===== config.mk =====
export PLATFORM = sky130hd
export DESIGN_NAME = scan_serializer
export DESIGN_NICKNAME = d
export VERILOG_FILES = /design/src/rtl/scan_ser_pkg.sv /design/src/rtl/scan_tck_gate.sv /design/src/rtl/scan_out_chan.sv /design/src/rtl/scan_in_chan.sv /design/src/rtl/scan_serializer.sv
export SDC_FILE = /design/constraint.sdc
export NUM_CORES = 1
export LEC_CHECK = 0
export CAP_MARGIN = 5
export CORE_MARGIN = 2
export CORE_UTILIZATION = 45
export DETAILED_ROUTE_END_ITERATION = 7
export REMOVE_ABC_BUFFERS = 1
export SYNTH_ARGS = -nofsm -noshare
export SYNTH_HDL_FRONTEND = slang
export SYNTH_HIERARCHICAL = 1
export SYNTH_SLANG_ARGS = --single-unit

===== constraint.sdc =====
create_clock -name clk -period 2.15 [get_ports clk]
set_input_delay 0.3225 -clock clk [delete_from_list [all_inputs] [get_ports clk]]
set_output_delay 0.3225 -clock clk [all_outputs]
set_load 0.1 [all_outputs]

===== src/rtl/scan_ser_pkg.sv =====
// Shared constants and types for the scan serializer.
package scan_ser_pkg;
    localparam int DATA_W  = 8;
    localparam int OUT_CH  = 3;
    localparam int CH_DATA = 0;
    localparam int CH_MS0  = 1;
    localparam int CH_MS1  = 2;

    typedef enum logic [1:0] {
        SRC_PIN  = 2'b00,
        SRC_DATA = 2'b01,
        SRC_MS0  = 2'b10,
        SRC_MS1  = 2'b11
    } in_src_e;
endpackage


===== src/rtl/scan_tck_gate.sv =====
// Test clock generator: a register that is high for one system cycle and
// low for at least one. It rises only when the run condition holds.
// Assumes run is a function of registered channel state only.
module scan_tck_gate (
    input  logic clk,
    input  logic rst_n,
    input  logic run,
    output logic tck,
    output logic rise,
    output logic fall
);
    logic tck_q;

    // Toggle phase: a high phase always ends; a low phase ends only on run.
    always_ff @(posedge clk) begin
        if (!rst_n)     tck_q <= 1'b0;
        else if (tck_q) tck_q <= 1'b0;
        else if (run)   tck_q <= 1'b1;
    end

    assign tck  = tck_q;
    assign rise = !tck_q && run;
    assign fall = tck_q;
endmodule


===== src/rtl/scan_out_chan.sv =====
// One outgoing channel. A holding stage takes host bytes. A shift stage
// presents bits LSB first and advances on each falling test-clock edge.
// When the shift stage is empty, the pin shows the last bit sent.
// Assumes en only changes while the shift stage is idle.
module scan_out_chan #(
    parameter int DW = scan_ser_pkg::DATA_W
) (
    input  logic          clk,
    input  logic          rst_n,
    input  logic          en,
    input  logic          tck_hi,
    input  logic          wr,
    input  logic [DW-1:0] wdata,
    output logic          ready,
    output logic          valid,
    output logic          pin
);
    localparam int CW = (DW > 1) ? $clog2(DW) : 1;
    localparam logic [CW-1:0] LAST_BIT = CW'(DW - 1);

    logic [DW-1:0] sreg, hold_q;
    logic [CW-1:0] cnt;
    logic          svalid, hfull, last_q;

    // Shift stage: consume on fall, refill from the holding stage while low.
    always_ff @(posedge clk) begin
        if (!rst_n) begin
            sreg   <= '0;
            cnt    <= '0;
            svalid <= 1'b0;
            last_q <= 1'b0;
        end else if (en && tck_hi && svalid) begin
            last_q <= sreg[0];
            if (cnt == LAST_BIT) begin
                cnt    <= '0;
                svalid <= hfull;
                if (hfull) sreg <= hold_q;
            end else begin
                cnt  <= cnt + 1'b1;
                sreg <= sreg >> 1;
            end
        end else if (en && !tck_hi && !svalid && hfull) begin
            sreg   <= hold_q;
            svalid <= 1'b1;
            cnt    <= '0;
        end
    end

    logic take_hold;
    assign take_hold = en && hfull &&
                       ((tck_hi && svalid && cnt == LAST_BIT) ||
                        (!tck_hi && !svalid));

    // Holding stage: accept a host byte only when free.
    always_ff @(posedge clk) begin
        if (!rst_n) begin
            hold_q <= '0;
            hfull  <= 1'b0;
        end else if (wr && !hfull) begin
            hold_q <= wdata;
            hfull  <= 1'b1;
        end else if (take_hold) begin
            hfull  <= 1'b0;
        end
    end

    assign ready = !hfull;
    assign valid = svalid;
    assign pin   = svalid ? sreg[0] : last_q;


    pin_quiet_high_chk: assert property (@(posedge clk) disable iff (!rst_n)
        tck_hi |-> $stable(pin));

    no_overwrite_chk: assert property (@(posedge clk) disable iff (!rst_n)
        (wr && hfull) |=> $stable(hold_q));
endmodule


===== src/rtl/scan_in_chan.sv =====
// Incoming channel. Bits enter the MSB end of a shift stage on each rising
// test-clock edge, so the first bit lands in bit 0. A complete byte moves
// to the holding stage for the host. If that stage is occupied, the shift
// stage stays full.
// Assumes rise is only asserted when full is low.
module scan_in_chan #(
    parameter int DW = scan_ser_pkg::DATA_W
) (
    input  logic          clk,
    input  logic          rst_n,
    input  logic          en,
    input  logic          rise,
    input  logic          sdi,
    input  logic          rd,
    output logic [DW-1:0] rdata,
    output logic          avail,
    output logic          full
);
    localparam int CW = (DW > 1) ? $clog2(DW) : 1;
    localparam logic [CW-1:0] LAST_BIT = CW'(DW - 1);

    logic [DW-1:0] sreg, hold_q, sh_next;
    logic [CW-1:0] cnt;
    logic          sfull, hfull, take, done, move;

    assign sh_next = {sdi, sreg[DW-1:1]};
    assign take    = en && rise;
    assign done    = take && (cnt == LAST_BIT);
    assign move    = (done || sfull) && !hfull;

    // Shift stage: collect bits and mark full when held back.
    always_ff @(posedge clk) begin
        if (!rst_n) begin
            sreg  <= '0;
            cnt   <= '0;
            sfull <= 1'b0;
        end else begin
            if (take) begin
                sreg <= sh_next;
                cnt  <= done ? '0 : cnt + 1'b1;
            end
            if (move)      sfull <= 1'b0;
            else if (done) sfull <= 1'b1;
        end
    end

    // Holding stage: filled by a finished byte, emptied by a host read.
    always_ff @(posedge clk) begin
        if (!rst_n) begin
            hold_q <= '0;
            hfull  <= 1'b0;
        end else if (move) begin
            hold_q <= done ? sh_next : sreg;
            hfull  <= 1'b1;
        end else if (rd && hfull) begin
            hfull  <= 1'b0;
        end
    end

    assign rdata = hold_q;
    assign avail = hfull;
    assign full  = sfull;


    hold_kept_chk: assert property (@(posedge clk) disable iff (!rst_n)
        (hfull && !rd) |=> (hfull && $stable(hold_q)));
endmodule


===== src/rtl/scan_serializer.sv =====
// Top: three outgoing channels, one incoming channel, source selection and
// the test clock gate. The clock runs only when every enabled channel
// can move one bit.
// Assumes one-hot or zero out_wr per cycle.
module scan_serializer
    import scan_ser_pkg::*;
#(
    parameter int DW = DATA_W
) (
    input  logic              clk,
    input  logic              rst_n,
    input  logic [OUT_CH-1:0] out_en,
    input  logic [OUT_CH-1:0] out_wr,
    input  logic [DW-1:0]     out_wdata,
    output logic [OUT_CH-1:0] out_ready,
    input  logic              in_en,
    input  logic              in_rd,
    output logic [DW-1:0]     in_rdata,
    output logic              in_avail,
    input  logic [1:0]        lpbk_sel,
    input  logic              loop_around,
    input  logic              tdi_pin,
    output logic              tck,
    output logic              tdo,
    output logic              tms0,
    output logic              tms1
);
    logic [OUT_CH-1:0] out_valid, chan_pin;
    logic              in_full, run, rise, fall, sdi;

    // Run only when no enabled participant would starve or overflow.
    assign run = (&(~out_en | out_valid)) && !(in_en && in_full);

    scan_tck_gate u_gate (
        .clk  (clk),
        .rst_n(rst_n),
        .run  (run),
        .tck  (tck),
        .rise (rise),
        .fall (fall)
    );

    for (genvar i = 0; i < OUT_CH; i++) begin : g_out
        scan_out_chan #(.DW(DW)) u_chan (
            .clk   (clk),
            .rst_n (rst_n),
            .en    (out_en[i]),
            .tck_hi(fall),
            .wr    (out_wr[i]),
            .wdata (out_wdata),
            .ready (out_ready[i]),
            .valid (out_valid[i]),
            .pin   (chan_pin[i])
        );
    end

    // Pick the incoming bit source.
    always_comb begin
        unique case (in_src_e'(lpbk_sel))
            SRC_PIN:  sdi = tdi_pin;
            SRC_DATA: sdi = chan_pin[CH_DATA];
            SRC_MS0:  sdi = chan_pin[CH_MS0];
            SRC_MS1:  sdi = chan_pin[CH_MS1];
            default:  sdi = tdi_pin;
        endcase
    end

    scan_in_chan #(.DW(DW)) u_in (
        .clk  (clk),
        .rst_n(rst_n),
        .en   (in_en),
        .rise (rise),
        .sdi  (sdi),
        .rd   (in_rd),
        .rdata(in_rdata),
        .avail(in_avail),
        .full (in_full)
    );

    assign tdo  = loop_around ? tdi_pin : chan_pin[CH_DATA];
    assign tms0 = chan_pin[CH_MS0];
    assign tms1 = chan_pin[CH_MS1];


    out_starve_chk: assert property (@(posedge clk) disable iff (!rst_n)
        (!tck && |(out_en & ~out_valid)) |=> !tck);

    in_overflow_chk: assert property (@(posedge clk) disable iff (!rst_n)
        (!tck && in_en && in_full) |=> !tck);

    tck_run_chk: assert property (@(posedge clk) disable iff (!rst_n)
        (!tck && &(~out_en | out_valid) && !(in_en && in_full)) |=> tck);
endmodule


=== After elaboration in Yosys (flattened, before gate mapping) ===
Index checks and enable logic that the tools add are counted.

* Reductions and logical operators: 70
* $add $sub $neg: 4
* Mux-type cells: 46
* Bitwise logic cells: 3
* Equal/unequal tests: 13

{| class="wikitable"
|+ Operators with widths
! operator !! count
|-
| $mux W8 || 13
|-
| $logic_and A1 B1 Y1 || 40
|-
| $mux W3 || 10
|-
| $mux W1 || 22
|-
| $reduce_bool A2 Y1 || 7
|-
| $add A3 B1 Y3 const B || 4
|-
| $eq A3 B3 Y1 const B || 4
|-
| $reduce_and A2 Y1 || 6
|-
| $logic_not A1 Y1 || 9
|-
| $ne A3 B2 Y1 const B || 3
|-
| $ne A2 B2 Y1 const B || 3
|-
| $eq A2 B2 Y1 const B || 2
|-
| $logic_or A1 B1 Y1 || 4
|-
| $pmux W1 S4 || 1
|-
| $reduce_or A2 Y1 || 2
|-
| $not A3 Y3 || 1
|-
| $or A3 B3 Y3 || 1
|-
| $reduce_and A3 Y1 || 1
|-
| $eq A2 B1 Y1 const B || 1
|-
| $logic_not A2 Y1 || 1
|-
| $not A1 Y1 || 1
|}

* Output and inout port bits: 16
* Bits in registers: 88
* Input bits: 22
* Logic and storage cells: 160

=== Depth between registers and ports, before layout ===
Gate-level depths: netlist of run 1.

* Word-level depth: 10
* Depth in mapped cells: 7
* Mapped depth without buffers: 6

=== Modules after synthesis ===
The synthesis of run 1 kept the hierarchy.

{| class="wikitable"
|+ Modules (own cells, without submodules)
! module !! cells each !! area each (µm²) !! instances
|-
| scan_out_chan || 122 || 1063.5 || 3
|-
| scan_in_chan || 103 || 960.9 || 1
|-
| scan_serializer || 6 || 67.6 || 1
|-
| scan_tck_gate || 4 || 42.5 || 1
|}

=== Least setup slack after synthesis of run 1 ===
No wires, ideal clock.

* Kind: register to register
* Start: register g_out[2].u_chan.svalid
* End: register u_in.hold_q[7] (netlist: u_in/rdata[7])
* Arrival: 1.842 ns
* Library setup time: 0.117 ns
* Path slack: 0.191 ns
* Buffers on the path: 1
* Cell stages (with the launch flop): 7
* Cell sequence: dfxtp_1 -> buf_6 -> mux2_2 -> mux4_2 -> nor2_1 -> mux2i_1 -> o211a_1

* Elaborated cells between the ends (all ways): 11
* Classes of those cells: mux: 3; bitwise: 1; reduce/logical: 7

{| class="wikitable"
|+ RTL lines
! element !! RTL line !! source
|-
| start: declaration || scan_out_chan.sv:23 || <nowiki>logic svalid, hfull, last_q;</nowiki>
|-
| start signal: assignment || scan_out_chan.sv:36 || <nowiki>svalid <= hfull;</nowiki>
|-
| $mux W1 || scan_out_chan.sv:69 || <nowiki>assign pin = svalid ? sreg[0] : last_q;</nowiki>
|-
| named net tms1 || scan_serializer.sv:26 || <nowiki>output logic tms1</nowiki>
|-
| $pmux W1 S4 || scan_serializer.sv:59 || <nowiki>unique case (in_src_e'(lpbk_sel))</nowiki>
|-
| named net sdi || scan_serializer.sv:29 || <nowiki>logic in_full, run, rise, fall, sdi;</nowiki>
|-
| $mux W8 || scan_in_chan.sv:53 || <nowiki>hold_q <= done ? sh_next : sreg;</nowiki>
|-
| end signal: assignment || scan_in_chan.sv:53 ||
|-
| end: declaration || scan_in_chan.sv:22 || <nowiki>logic [DW-1:0] sreg, hold_q, sh_next;</nowiki>
|}

The timed path passes the listed nets, and every way through them passes these cells.
A chain may end at the register's enable or synchronous reset.

=== Worst setup path in the final report of run 1 ===
* Start: register u_gate.tck_q (netlist: u_gate/fall)
* End: register g_out[1].u_chan.sreg[1]

* Longest elaborated chain between the ends: 6
* Elaborated cells between the ends (all ways): 10
* Classes of those cells: eq/ne: 1; mux: 1; reduce/logical: 8

{| class="wikitable"
|+ RTL lines
! element !! RTL line !! source
|-
| start: declaration || scan_tck_gate.sv:12 || <nowiki>logic tck_q;</nowiki>
|-
| start signal: assignment || scan_tck_gate.sv:16 || <nowiki>if (!rst_n) tck_q <= 1'b0;</nowiki>
|-
| start signal: assignment || scan_tck_gate.sv:17 || <nowiki>else if (tck_q) tck_q <= 1'b0;</nowiki>
|-
| start signal: assignment || scan_tck_gate.sv:18 || <nowiki>else if (run) tck_q <= 1'b1;</nowiki>
|-
| $logic_not A1 Y1 || scan_out_chan.sv:42 || <nowiki>end else if (en && !tck_hi && !svalid && hfull) begin</nowiki>
|-
| $logic_and A1 B1 Y1 (3 in a row) || scan_out_chan.sv:42 ||
|-
| $reduce_bool A2 Y1 (no line) || - ||
|-
| $reduce_and A2 Y1 (no line) || - ||
|-
| end signal: assignment || scan_out_chan.sv:37 || <nowiki>if (hfull) sreg <= hold_q;</nowiki>
|-
| end signal: assignment || scan_out_chan.sv:40 || <nowiki>sreg <= sreg >> 1;</nowiki>
|-
| end signal: assignment || scan_out_chan.sv:43 || <nowiki>sreg <= hold_q;</nowiki>
|-
| end: declaration || scan_out_chan.sv:21 || <nowiki>logic [DW-1:0] sreg, hold_q;</nowiki>
|}

Several ways; a longest one is shown, not always the timed one.

==> results of run 1 <==
layer usage:
layer  GRT usage  part of all wire
met5           0                 0
met4      0.0717             0.012
met3      0.0269             0.030
met2       0.304              0.47
met1       0.240              0.49
through the flow:
step           total power, mW  std cells  TNS, ns  area, um^2  utilization
2_1_floorplan             2.03        441   -17.62        3980            -
3_3_place_gp              2.21        619   -0.373        4740        0.515
3_5_place_dp              2.21        619   -0.903        4740        0.515
4_1_cts                   3.27        635        0        4920        0.535
5_1_grt                   3.38        635        0        4920        0.535
6_report                  3.23        635        0        4920        0.535
final cells by class:
class	count	area (um^2)	share of cell area
flip-flops and latches	88	1760	0.358
well taps	111	139	0.0282
clock buffers	10	138	0.0280
inverters	10	37.5	0.00763
clock inverters	6	43.8	0.00890
repair buffers	67	618	0.126
multi-input cells	343	2180	0.444
sequential cells by signal, indices dropped and copies added (netlist names):
| signal | flops |
|---|---|
| g_out.u_chan/hold_q | 24 |
| g_out.u_chan/sreg | 24 |
| g_out.u_chan/cnt | 9 |
| u_in/rdata | 8 |
| u_in/sreg | 8 |
| g_out.u_chan/hfull | 3 |
| g_out.u_chan/last_q | 3 |
| g_out.u_chan/valid | 3 |
| u_in/cnt | 3 |
| u_gate/fall | 1 |
| u_in/avail | 1 |
| u_in/full | 1 |
cells by family after synthesis:
family | Yosys count
DFF | 88
muxes | 19
xor gates and xnor gates | 4
buffers and inverters | 48
AOI/OAI and AO/OA | 120
adders and majority gates | 8
and+or+nand+nor | 192
power groups by stage:
stage	registers, mW	clock network, mW	logic [mW]
after CTS	1.74	1.09	0.437
after global placement	1.78	0	0.429
final	1.74	1.06	0.434
after detailed placement	1.78	0	0.435
after floorplan	1.78	0	0.256
after global routing	1.75	1.15	0.475
worst max-delay path, delay by kind of cell, from the launching register on:
family          cells  cell delay (ns)
flops               1             0.67
compound gates      2             0.59
buf+inv             1             0.27
xor+xnor            1             0.21
worst max-delay path by stage:
stage | slack (ns) | cells past startpoint | startpoint | end
after detailed placement | -0.10 | 8 | out_en[1] | u_in/rdata[2]
after global routing | 0.15 | 8 | out_en[1] | u_in/rdata[3]
after floorplan | -0.48 | 3 | u_gate/fall | g_out[0].u_chan/sreg[0]
final | 0.27 | 4 | u_gate/fall | g_out[1].u_chan/sreg[1]
after global placement | -0.05 | 8 | out_en[1] | u_in/rdata[7]
after CTS | 0.24 | 4 | u_gate/fall | g_out[1].u_chan/sreg[1]
cell usage after synthesis (all sizes together):
library cell,instances,area share
nand2,130,0.11
dfxtp,88,0.41
a21oi,37,0.044
buf,32,0.060
a211oi,21,0.037
a311oi,21,0.065
mux2i,14,0.033
a21boi,13,0.023
nand3,13,0.016
nor2,11,0.0097
o211a,9,0.021
o21ai,9,0.011
ha,8,0.023
nor3b,8,0.014
inv,7,0.0062
nor2b,7,0.010
clkbuf,6,0.0053
o22ai,6,0.0088
and2,4,0.0059
mux2,4,0.011
xnor2,4,0.014
a21o,3,0.0053
and4b,3,0.0097
clkinv,3,0.0026
nand2b,3,0.0044
nand4b,3,0.0062
nor3,3,0.0035
or3b,3,0.0062
and3,2,0.0029
a2111oi,1,0.0035
and3b,1,0.0021
mux4,1,0.0053
nand3b,1,0.0018
==> impl_metrics.toml, run 1 <==
[run_status]
outcome = "completed"

[clock_network]
cts_max_level = 3
cts_tree = "yes"
cts_root_buf = "clkbuf_8"
clock_latency_ns = 0.35
numCtsBuffers = 9
post_cts_buffers = 0
cts_resized = 0
clkSinkCount = 88
clk_path_buf_depth = 2
cts_hold_buffers = 0
path_clk_slew_ns = 0.09

[worst_setup_path]
slowest_stage = "dfxtp_1"
reg2reg_slack_ns = 0.27
worstRegToRegCells = 4
arrival_ns = 2.09
crit_type = "register to register"
crit_fanout = 11
cp-start-kind = "register"
worstPathCellList = "buf_4 -> xnor2_2 -> a21o_1 -> a311oi_2"
cp.required_ns = 2.36
cpPeakStageDelay_ns = 0.67
rr_startpoint = "u_gate/fall"
rr_endpoint = "g_out[1].u_chan/sreg[1]"
cp-end-kind = "register"

[timing]
maxSlewViolCount = 0
setup_viol = 0
fin_crit_ns = 1.88
clock.fmax_mhz = 532
finalCritPeriodShare = 0.875
finalHoldViolations = 0
fin_skew_ns = 0.00910
rsz0062_at_grt = "no"
slew_headroom = 0.495
fin_ws_ns = 0.269
tightestPinTransition_ns = 0.756
holdWs_ns = 0.458

[yosys]
synth_top_family_by_area = "compound AO/OA/AOI/OAI gates"
synth_mux_area_frac = 0.0487
synth_xor_area_frac = 0.0135
synthSimpleGateAreaFrac = 0.208
syn_area_um2 = 4260
synth_seq_area_share = 0.413
synth_compound_area_frac = 0.219
yosys.area_share.adder = 0.0235
syn_avg_cell_area_um2 = 8.90
ys_ff_latch = 88
netlist_instances = 479
synth_cell_types = 42
yosys_warnings = 6

[floorplanning]
start_util = 0.463
die_area_um2 = 10300
boundaryPins = 38
row_count = 35
die_w_um = 101
die_h_um = 101
core_um2 = 9200

[finish]
layout_common_cells = "130 x nand2_1, 88 x dfxtp_1, 41 x buf_4"
fillers = 867
final_common_cell = "nand2_1"
drive_above_1_share = 0.174
final_nets = 549
syn_to_final_growth_pct = 15.4
num_antenna_cells = 0

[drt]
num_vias = 3464
route.detailed.wl_per_inst_um = 14.6
final_antenna_net_count = 0
wl_mm = 9.25
drcViolationCount = 0
via_per_inst = 5.46
first_pass_iters = 4
dr.first_iter.drc_count = 81

[power_and_ir_drop]
power.leakage_nw = 1.94
pwr-share-clk = 0.327
p_seq_frac = 0.539
power_density_nw_per_um2 = 656
ir_worst_vdd_v = 0.000292
cellInternalPower_mw = 2.33
switchingPower_mw = 0.902
power_switching_share = 0.279
p_comb_frac = 0.135

[global_route]
grt_pass1_wl_mm = 14.9
grt.overflow.total = 0
grt_max_degree = 24
grt_pass1_vias = 3168
grt_usage = 0.183
antenna_found_initial = 0

[placed_design]
io_buffer_count = 37
place_ws_ns = -0.104
routabilityCongestion = 0.796
dp_hpwl_mm = 6.69

[min_path]
min_to = "g_out[2].u_chan/hold_q[2]"
min_path_cells = 2
hp-start = "g_out[2].u_chan/hold_q[2]"
min_path_type = "register to register"

[job]
drv_cap = 0
No activity file was read; power rests on OpenSTA's default activity.
==> inputs of run 2 (changes only) <==
- GPL_ROUTABILITY_DRIVEN: default -> 0
==> results of run 2 <==
No change in the layout: final DEF, timing and power equal those of run 1.
